**config.mk**
```make
export PLATFORM = sky130hd
export DESIGN_NAME = lfu_victim_sel
export DESIGN_NICKNAME = d
export VERILOG_FILES = /design/src/rtl/lfu_pkg.sv /design/src/rtl/lfu_cnt_cell.sv /design/src/rtl/lfu_cnt_bank.sv /design/src/rtl/lfu_set_mux.sv /design/src/rtl/lfu_min_tree.sv /design/src/rtl/lfu_victim_sel.sv
export SDC_FILE = /design/constraint.sdc
export NUM_CORES = 1
export LEC_CHECK = 0
export ABC_AREA = 1
export BUFFER_PORTS_ARGS = -buffer_cell sky130_fd_sc_hd__buf_4
export CORE_UTILIZATION = 55
export DETAILED_ROUTE_END_ITERATION = 10
export GPL_ROUTABILITY_DRIVEN = 0
export PLACE_DENSITY = 0.77
export SLEW_MARGIN = 20
export SYNTH_ARGS = -nofsm -noshare
export SYNTH_HDL_FRONTEND = slang
export SYNTH_SLANG_ARGS = --single-unit
```
**constraint.sdc**
```tcl
create_clock -name clk_i -period 5.46 [get_ports clk_i]
set_clock_uncertainty 0.15 [all_clocks]
set_input_delay 1.092 -clock clk_i [delete_from_list [all_inputs] [get_ports clk_i]]
set_output_delay 1.092 -clock clk_i [all_outputs]
set_load 0.02 [all_outputs]
```
**src/rtl/lfu_pkg.sv**
```systemverilog
package lfu_pkg;
  // index width that stays at least one bit for single-entry dimensions
  function automatic int unsigned idx_w(int unsigned n);
    return (n > 1) ? $clog2(n) : 1;
  endfunction
endpackage

```
**src/rtl/lfu_cnt_cell.sv**
```systemverilog
module lfu_cnt_cell #(
  parameter int CNT_W = 4
) (
  input  logic             clk_i,
  input  logic             rst_ni,
  input  logic             inc_i,
  input  logic             clr_i,
  output logic [CNT_W-1:0] cnt_o
);
  localparam logic [CNT_W-1:0] CntMax = '1;

  logic [CNT_W-1:0] cnt_q;

  always_ff @(posedge clk_i or negedge rst_ni) begin
    if (!rst_ni)                        cnt_q <= '0;
    else if (clr_i)                     cnt_q <= '0;  // clear wins over hit
    else if (inc_i && cnt_q != CntMax)  cnt_q <= cnt_q + 1'b1;
  end

  assign cnt_o = cnt_q;
endmodule

```
**src/rtl/lfu_cnt_bank.sv**
```systemverilog
module lfu_cnt_bank #(
  parameter int NUM_SETS = 16,
  parameter int NUM_WAYS = 4,
  parameter int CNT_W    = 4,
  parameter int SET_W    = 4,
  parameter int WAY_W    = 2
) (
  input  logic                               clk_i,
  input  logic                               rst_ni,
  input  logic                               hit_i,
  input  logic [SET_W-1:0]                   hit_set_i,
  input  logic [WAY_W-1:0]                   hit_way_i,
  input  logic                               evict_i,
  input  logic [SET_W-1:0]                   evict_set_i,
  input  logic [WAY_W-1:0]                   evict_way_i,
  output logic [NUM_SETS*NUM_WAYS*CNT_W-1:0] cnt_flat_o
);
  for (genvar s = 0; s < NUM_SETS; s++) begin : g_set
    logic hit_row, evict_row;
    assign hit_row   = hit_i   && (hit_set_i   == SET_W'(s));
    assign evict_row = evict_i && (evict_set_i == SET_W'(s));

    for (genvar w = 0; w < NUM_WAYS; w++) begin : g_way
      localparam int Idx = s * NUM_WAYS + w;
      logic inc, clr;
      assign inc = hit_row   && (hit_way_i   == WAY_W'(w));
      assign clr = evict_row && (evict_way_i == WAY_W'(w));

      lfu_cnt_cell #(.CNT_W(CNT_W)) u_cell (
        .clk_i (clk_i),
        .rst_ni(rst_ni),
        .inc_i (inc),
        .clr_i (clr),
        .cnt_o (cnt_flat_o[Idx*CNT_W +: CNT_W])
      );
    end
  end
endmodule

```
**src/rtl/lfu_set_mux.sv**
```systemverilog
module lfu_set_mux #(
  parameter int NUM_SETS = 16,
  parameter int NUM_WAYS = 4,
  parameter int CNT_W    = 4,
  parameter int SET_W    = 4
) (
  input  logic [NUM_SETS*NUM_WAYS*CNT_W-1:0] cnt_flat_i,
  input  logic [SET_W-1:0]                   req_set_i,
  output logic [NUM_WAYS*CNT_W-1:0]          row_o
);
  localparam int RowW = NUM_WAYS * CNT_W;

  always_comb begin
    row_o = '0;
    for (int s = 0; s < NUM_SETS; s++) begin
      if (req_set_i == SET_W'(s)) row_o = cnt_flat_i[s*RowW +: RowW];
    end
  end
endmodule

```
**src/rtl/lfu_min_tree.sv**
```systemverilog
module lfu_min_tree #(
  parameter int NUM_WAYS = 4,
  parameter int CNT_W    = 4,
  parameter int WAY_W    = 2
) (
  input  logic [NUM_WAYS*CNT_W-1:0] row_i,
  output logic [WAY_W-1:0]          way_o
);
  localparam int Lvls  = (NUM_WAYS > 1) ? $clog2(NUM_WAYS) : 0;
  localparam int Leafs = 1 << Lvls;
  localparam int Nodes = 2 * Leafs - 1;

  logic [Leafs*CNT_W-1:0] pad_row;

  if (Leafs > NUM_WAYS) begin : g_pad
    assign pad_row = {{((Leafs-NUM_WAYS)*CNT_W){1'b1}}, row_i};
  end else begin : g_nopad
    assign pad_row = row_i;
  end

  logic [CNT_W-1:0] node_cnt [Nodes];
  logic [WAY_W-1:0] node_way [Nodes];
  logic             node_vld [Nodes];

  always_comb begin
    for (int i = 0; i < Leafs; i++) begin
      node_cnt[Leafs-1+i] = pad_row[i*CNT_W +: CNT_W];
      node_way[Leafs-1+i] = WAY_W'(i);
      node_vld[Leafs-1+i] = (i < NUM_WAYS);
    end
    // children sit at higher indices, so descending order resolves them first
    for (int n = Leafs - 2; n >= 0; n--) begin
      logic take_l;
      take_l = node_vld[2*n+1] &&
               (!node_vld[2*n+2] || node_cnt[2*n+1] <= node_cnt[2*n+2]);
      node_cnt[n] = take_l ? node_cnt[2*n+1] : node_cnt[2*n+2];
      node_way[n] = take_l ? node_way[2*n+1] : node_way[2*n+2];
      node_vld[n] = node_vld[2*n+1] || node_vld[2*n+2];
    end
  end

  assign way_o = node_way[0];
endmodule

```
**src/rtl/lfu_victim_sel.sv**
```systemverilog
module lfu_victim_sel #(
  parameter int NUM_SETS = 16,
  parameter int NUM_WAYS = 4,
  parameter int CNT_W    = 4,
  localparam int SET_W   = lfu_pkg::idx_w(NUM_SETS),
  localparam int WAY_W   = lfu_pkg::idx_w(NUM_WAYS)
) (
  input  logic             clk_i,
  input  logic             rst_ni,
  input  logic             hit_i,
  input  logic [SET_W-1:0] hit_set_i,
  input  logic [WAY_W-1:0] hit_way_i,
  input  logic             evict_i,
  input  logic [SET_W-1:0] evict_set_i,
  input  logic [WAY_W-1:0] evict_way_i,
  input  logic [SET_W-1:0] req_set_i,
  output logic [WAY_W-1:0] victim_way_o
);
  logic [NUM_SETS*NUM_WAYS*CNT_W-1:0] cnt_flat;
  logic [NUM_WAYS*CNT_W-1:0]          req_row;

  lfu_cnt_bank #(
    .NUM_SETS(NUM_SETS), .NUM_WAYS(NUM_WAYS), .CNT_W(CNT_W),
    .SET_W(SET_W), .WAY_W(WAY_W)
  ) u_bank (
    .clk_i      (clk_i),
    .rst_ni     (rst_ni),
    .hit_i      (hit_i),
    .hit_set_i  (hit_set_i),
    .hit_way_i  (hit_way_i),
    .evict_i    (evict_i),
    .evict_set_i(evict_set_i),
    .evict_way_i(evict_way_i),
    .cnt_flat_o (cnt_flat)
  );

  lfu_set_mux #(
    .NUM_SETS(NUM_SETS), .NUM_WAYS(NUM_WAYS), .CNT_W(CNT_W), .SET_W(SET_W)
  ) u_mux (
    .cnt_flat_i(cnt_flat),
    .req_set_i (req_set_i),
    .row_o     (req_row)
  );

  lfu_min_tree #(
    .NUM_WAYS(NUM_WAYS), .CNT_W(CNT_W), .WAY_W(WAY_W)
  ) u_tree (
    .row_i(req_row),
    .way_o(victim_way_o)
  );
endmodule

```
==> results.yml, run 1 <==
outcome:
  outcome: "complete, but fails checks"
  violations: "setup timing"
placement:
  hpwl_um: 36900
  dpl_cell_area_mm2: 0.0177
  post-place-ws_ns: -0.924
  place_inst: 2748
  port_buffers: 21
logic_synthesis:
  synth_cell_types: 43
  syn_area_per_cell_um2: 7.19
  synth_cells: 2290
  ys_seq_area_share_pct: 38.9
  synthArstFlopShare_pct: 100
  synth_edf_count: 0
  syn_nets: 2386
  ys_ff_latch: 256
  ys.flop_type: "dfrtp_1"
  synth_warnings: 0
  syn_area_mm2: 0.0165
clock_tree:
  cts_tree: "done"
  cts_buffers: 30
  clock_sinks: 256
  insertion_delay_ns: 0.56
  path_clk_slew_ns: 0.06
  cts_hold_buf: 0
  cts_root_buf: "clkbuf_16"
  htreeDepth: 1
  clockBufferDepth: 3
layout:
  final_cell_mix: "inv_1 (406), nand2_1 (356), nor2_1 (298)"
  final_area_mm2: 0.0193
  final_common_cell: "inv_1"
  area_growth_pct: 17.4
  layout.nets: 2518
  drive_above_1_share_pct: 12.7
  postLayoutCoreUtil_pct: 66.5
  largest_register_ffs: 256
  antenna_cells: 0
  final_cells: 2827
hold_path:
  hold_class: "flop to flop"
setup_path:
  endpoint_kind: "output pin"
  r2r-start: "u_bank.g_set[13].g_way[3].u_cell.cnt_o[0]"
  criticalPathCategory: "primary input to output pin"
  r2r_end: "u_bank.g_set[13].g_way[3].u_cell.cnt_o[3]"
  critPathArrivalTime_ns: 5.00
  r2r_slack_ns: 3.39
  required_ns: 4.22
  startpoint: "req_set_i[2]"
  path_max_fanout: 11
  reg2reg_depth: 7
  crit_end: "victim_way_o[0]"
  start_kind: "primary input"
routing:
  drcViolationCount: 0
  avgRoutedWirePerCell_um: 18.0
  wl_um: 50900
  ant_nets: 0
  viasPerCell: 5.93
  vias: 16800
  dr.pass1.iters: 8
  initialDrtViolationCount: 2197
grt:
  globalRoute.totalOverflow: 0
  antenna_found_initial: 0
  grt_pass1_vias: 15900
  grt_pass1_wl_um: 80400
  grt_start_max_net_pins: 110
  grt.total_usage_pct: 33.0
sta:
  slew_headroom_pct: 23.3
  fmax_mhz: 160
  period_needed_ns: 6.24
  rsz0062_at_grt: "true"
  max_slew.worst_pin.slew_ns: 1.15
  period_share_pct: 114
  finalHoldViolCount: 0
  setup_ws_ns: -0.782
  hold_slack_ns: 0.310
  setup_viol: 2
  slew_violations: 0
floorplanning:
  initial_utilization_pct: 56.6
  rows: 62
  die_y_um: 175
  core_mm2: 0.0291
  die_w_um: 175
  die_area_mm2: 0.0306
  ios: 22
power_and_ir_drop:
  power_density_mw_per_mm2: 321
  ir_drop_mv: 0.248
  leakage_nw: 8.69
job:
  cap_violations: 0
## critical path, cell delays in order
cell,delay (ns)
buf_12,0.09
nor2_4,0.04
buf_4,0.13
bufbuf_16,0.27
nand3_1,0.08
nand3_1,0.11
nor2_1,0.22
nand4_1,0.15
nor2_1,0.23
nand4_1,0.19
nor2_1,0.15
nand4_1,0.24
nand2_1,0.18
ha_1,0.17
nor2_1,0.07
o21ai_2,0.13
a32oi_2,0.09
buf_4,0.17
nand4_1,0.09
nand2_1,0.07
ha_1,0.28
nand2_1,0.06
inv_2,0.10
o21ai_4,0.07
a32oi_4,0.23
nand2_1,0.10
o21ai_2,0.07
buf_6,0.13
## synth_stat cells, types with 3 or more instances
| library cell | count | share of area [%] |
|---|---|---|
| inv_1 | 415 | 9.5 |
| nand2_1 | 370 | 8.4 |
| nor2_1 | 312 | 7.1 |
| dfrtp_1 | 256 | 39 |
| a21oi_1 | 202 | 6.1 |
| o21ai_0 | 152 | 4.6 |
| nor3_1 | 135 | 4.1 |
| nand3_1 | 133 | 4.0 |
| ha_1 | 76 | 5.8 |
| nand4_1 | 49 | 1.9 |
| nor3_2 | 21 | 1.3 |
| o21a_1 | 18 | 0.82 |
| a211oi_1 | 16 | 0.73 |
| inv_2 | 13 | 0.30 |
| nor3_4 | 12 | 1.2 |
| clkbuf_1 | 10 | 0.23 |
| nor4_2 | 10 | 0.76 |
| buf_2 | 9 | 0.27 |
| nor4_1 | 9 | 0.34 |
| buf_6 | 8 | 0.55 |
| nand3b_1 | 8 | 0.36 |
| and3_1 | 7 | 0.27 |
| xor2_1 | 7 | 0.37 |
| o31ai_1 | 6 | 0.27 |
| nor2_2 | 5 | 0.19 |
| nor2_4 | 5 | 0.34 |
| a32oi_1 | 3 | 0.16 |
| xnor2_1 | 3 | 0.16 |
## stage by stage
| stage | TNS [ns] | total power [mW] |
|---|---|---|
| floorplan | 0 | 3.33 |
| global placement | -1.79 | 3.78 |
| detailed placement | -1.81 | 3.85 |
| CTS | -1.17 | 6.07 |
| global route | -1.54 | 6.50 |
| finish | -1.53 | 6.21 |
## routing by layer
| metal | track usage (%) | share of wire, % | vias up | wire [um] |
|---|---|---|---|---|
| li1 | - | - | 7744 | - |
| met1 | 45.1 | 40 | 7871 | 20600 |
| met2 | 51.4 | 44 | 968 | 22600 |
| met3 | 6.16 | 11 | 185 | 5610 |
| met4 | 13.7 | 4.2 | 0 | 2120 |
| met5 | 0 | 0 | - | 0 |
## kinds of logic after synthesis
| kind of cell | share of synthesized area, % |
|---|---|
| XOR/XNOR | 0.532 |
| adder cells (fa/ha/maj) | 5.77 |
| AND/OR/NAND/NOR | 30.8 |
| AO/OA/AOI/OAI | 13.1 |
| flip-flops | 38.9 |
| buffers and inverters | 10.9 |
## area by class of cell
type / count / area, um^2
Fill cell: 2392 / 9750
Multi-Input combinational cell: 1576 / 8600
Sequential cell: 256 / 6410
Inverter: 430 / 1640
Timing Repair Buffer: 128 / 1150
Clock buffer: 43 / 891
Tap cell: 384 / 480
Clock inverter: 10 / 175
## how the worst min path moves through the flow
| stage | startpoint | endpoint | slack, ns | cells after the start |
|---|---|---|---|---|
| CTS | u_bank.g_set[11].g_way[1].u_cell.cnt_o[3] | u_bank.g_set[11].g_way[1].u_cell.cnt_o[3] | 0.31 | 1 |
| floorplan | u_bank.g_set[15].g_way[1].u_cell.cnt_o[3] | u_bank.g_set[15].g_way[1].u_cell.cnt_o[3] | 0.28 | 1 |
| global placement | u_bank.g_set[10].g_way[0].u_cell.cnt_o[3] | u_bank.g_set[10].g_way[0].u_cell.cnt_o[3] | 0.30 | 1 |
| detailed placement | u_bank.g_set[11].g_way[1].u_cell.cnt_o[3] | u_bank.g_set[11].g_way[1].u_cell.cnt_o[3] | 0.31 | 1 |
| finish | u_bank.g_set[11].g_way[1].u_cell.cnt_o[3] | u_bank.g_set[11].g_way[1].u_cell.cnt_o[3] | 0.31 | 1 |
| global route | u_bank.g_set[15].g_way[1].u_cell.cnt_o[3] | u_bank.g_set[15].g_way[1].u_cell.cnt_o[3] | 0.34 | 1 |
## repair_timing
action                     CTS  global route
cloned                       1             0
setup buffers               17            10
resized for setup           50            61
pin swaps                   23            53
setup endpoints to repair    2             2
## report_power, final
group          switching (mW)  internal (mW)  total [mW]
clock                   0.819           1.36        2.17
combinational           0.908          0.579        1.49
sequential              0.333           2.21        2.55
total                    2.06           4.15        6.21
Note: power is estimated with default switching activity, not from simulation.
==> run 2, diff against run 1 <==
==> constraint.sdc (replaced) <==
create_clock -name clk_i -period 5.46 [get_ports clk_i]
set_clock_uncertainty 0.15 [all_clocks]
set_input_delay 0.819 -clock clk_i [delete_from_list [all_inputs] [get_ports clk_i]]
set_output_delay 0.819 -clock clk_i [all_outputs]
set_load 0.02 [all_outputs]
==> run 2 against run 1 <==
Net effect:
- utilization fell by 2.3 points
- critical path type unchanged
- via count decreased by 1.6%
- sequential share of layout area up 1.2 points
- first-iteration DRC count fell by 17%
- final area down 3.4%
- the flow still finishes with violations (setup timing)
- setup slack improved by 0.65 ns
- global-route usage is 1.0 points lower
==> results.yml, run 2 (synthesis results as in run 1) <==
job:
  cap_violations: 0
routing:
  wl_um: 49000
  dr.pass1.iters: 6
  ant_nets: 0
  drcViolationCount: 0
  initialDrtViolationCount: 1820
  avgRoutedWirePerCell_um: 17.7
  vias: 16500
  viasPerCell: 5.95
layout:
  final_cell_mix: "inv_1 (411), nand2_1 (362), nor2_1 (304)"
  largest_register_ffs: 256
  antenna_cells: 0
  drive_above_1_share_pct: 9.92
  area_growth_pct: 13.4
  final_common_cell: "inv_1"
  postLayoutCoreUtil_pct: 64.2
  layout.nets: 2465
  nFillCells: 2434
setup_path:
  required_ns: 4.49
  endpoint_kind: "output pin"
  reg2reg_depth: 8
  start_kind: "primary input"
  cp_slowest_cell: "ha_1"
  critPathArrivalTime_ns: 4.62
  path_common_cell: "nand2_1"
  r2r_end: "u_bank.g_set[14].g_way[0].u_cell.cnt_o[3]"
  startpoint: "req_set_i[1]"
  max_stage_delay_ns: 0.30
  r2r-start: "u_bank.g_set[14].g_way[0].u_cell.cnt_o[1]"
  r2r_slack_ns: 3.47
  path_max_fanout: 5
  criticalPathCategory: "primary input to output pin"
clock_tree:
  cts_hold_buf: 0
  cts_tree: "done"
  cts_buffers: 29
  cts_root_buf: "clkbuf_16"
  insertion_delay_ns: 0.56
  htreeDepth: 1
  path_clk_slew_ns: 0.06
  clockBufferDepth: 3
  clock_sinks: 256
sta:
  period_needed_ns: 5.59
  rsz0062_at_grt: "true"
  max_slew.worst_pin.slew_ns: 1.15
  slew_violations: 0
  finalHoldViolCount: 0
  period_share_pct: 102
  setup_ws_ns: -0.131
  setup_viol: 2
  tns_ns: -0.211
  fmax_mhz: 179
  slew_headroom_pct: 23.4
hold_path:
  hold_class: "primary input to async pin"
power_and_ir_drop:
  ir_drop_mv: 0.296
  leakage_nw: 8.35
  power_density_mw_per_mm2: 318
grt:
  grt_start_max_net_pins: 116
  grt_pass1_vias: 15200
  grt.total_usage_pct: 32.0
  globalRoute.totalOverflow: 0
  grt_pass1_wl_um: 78100
  antenna_found_initial: 0
floorplanning:
  die_w_um: 175
  rows: 62
  ios: 22
  die_area_mm2: 0.0306
  die_y_um: 175
  core_mm2: 0.0291
  initial_utilization_pct: 56.6
outcome:
  outcome: "complete, but fails checks"
  violations: "setup timing"
placement:
  port_buffers: 21
  hpwl_um: 36100
run 2: changes by cell type in the layout (fill, tap and decap cells not counted), moves of 4 or more:
cell | before | now
buf_4 | 106 | 59
buf_6 | 10 | 5
clkinv_2 | 5 | 11
inv_1 | 406 | 411
inv_2 | 19 | 15
nand2_1 | 356 | 362
nand2_2 | 12 | 8
nand3_1 | 122 | 127
nand3_4 | 4 | 0
nor2_1 | 298 | 304
nor2_4 | 15 | 11
run 2: area by class of cell:
type,count,area (um^2),share of cell area (%)
clock buffer,35,788,4.22
inverter,430,1640,8.76
timing repair buffer,75,734,3.93
clock inverter,17,190,1.02
multi-input combinational,1577,8450,45.2
tap,384,480,2.57
sequential,256,6410,34.3
run 2: metrics by stage:
step	power, mW	setup slack, ns	cell area, um^2	instances	hold slack, ns
floorplan	3.31	0.281	16500	2290	0.283
global placement	3.71	-0.380	17300	2705	0.297
detailed placement	3.79	-0.396	17300	2705	0.302
CTS	5.85	-0.0532	18500	2767	0.165
global route	6.22	-0.232	18700	2774	0.189
finish	5.94	-0.131	18700	2774	0.115
run 2: worst max path at each step:
stage                     cells after the start              end  slack, ns
after floorplan                              27  victim_way_o[0]       0.28
after global placement                       28  victim_way_o[0]      -0.38
after detailed placement                     28  victim_way_o[0]      -0.40
after CTS                                    28  victim_way_o[0]      -0.05
after global routing                         30  victim_way_o[0]      -0.23
final                                        31  victim_way_o[0]      -0.13
run 2: per-layer routing:
layer / global-route usage (%) / vias to the layer above / routed length, um
met2: 49.3 / 929 / 21500
met5: 0 / - / 0
met1: 44.7 / 7786 / 20300
li1: - / 7650 / -
met4: 11.2 / 0 / 1770
met3: 6.40 / 142 / 5380
run 2: what timing repair did:
action	in CTS	in global routing
setup endpoints to repair	2	2
cloned	2	1
pin swaps	23	30
endpoints found under the hold margin	0	0
setup buffers	8	6
resized for setup	43	28
run 2: critical path: cells and delay by family:
family | cells | cell delay (ns)
AND/OR/NAND/NOR | 15 | 1.61
adder cells (fa/ha/maj) | 2 | 0.57
AO/OA/AOI/OAI | 5 | 0.71
buffers and inverters | 9 | 0.88
run 2: report_power, final:
part           internal [mW]  total (mW)  switching (mW)
clock network           1.21        2.04           0.827
logic                  0.514        1.36           0.843
registers               2.21        2.55           0.331
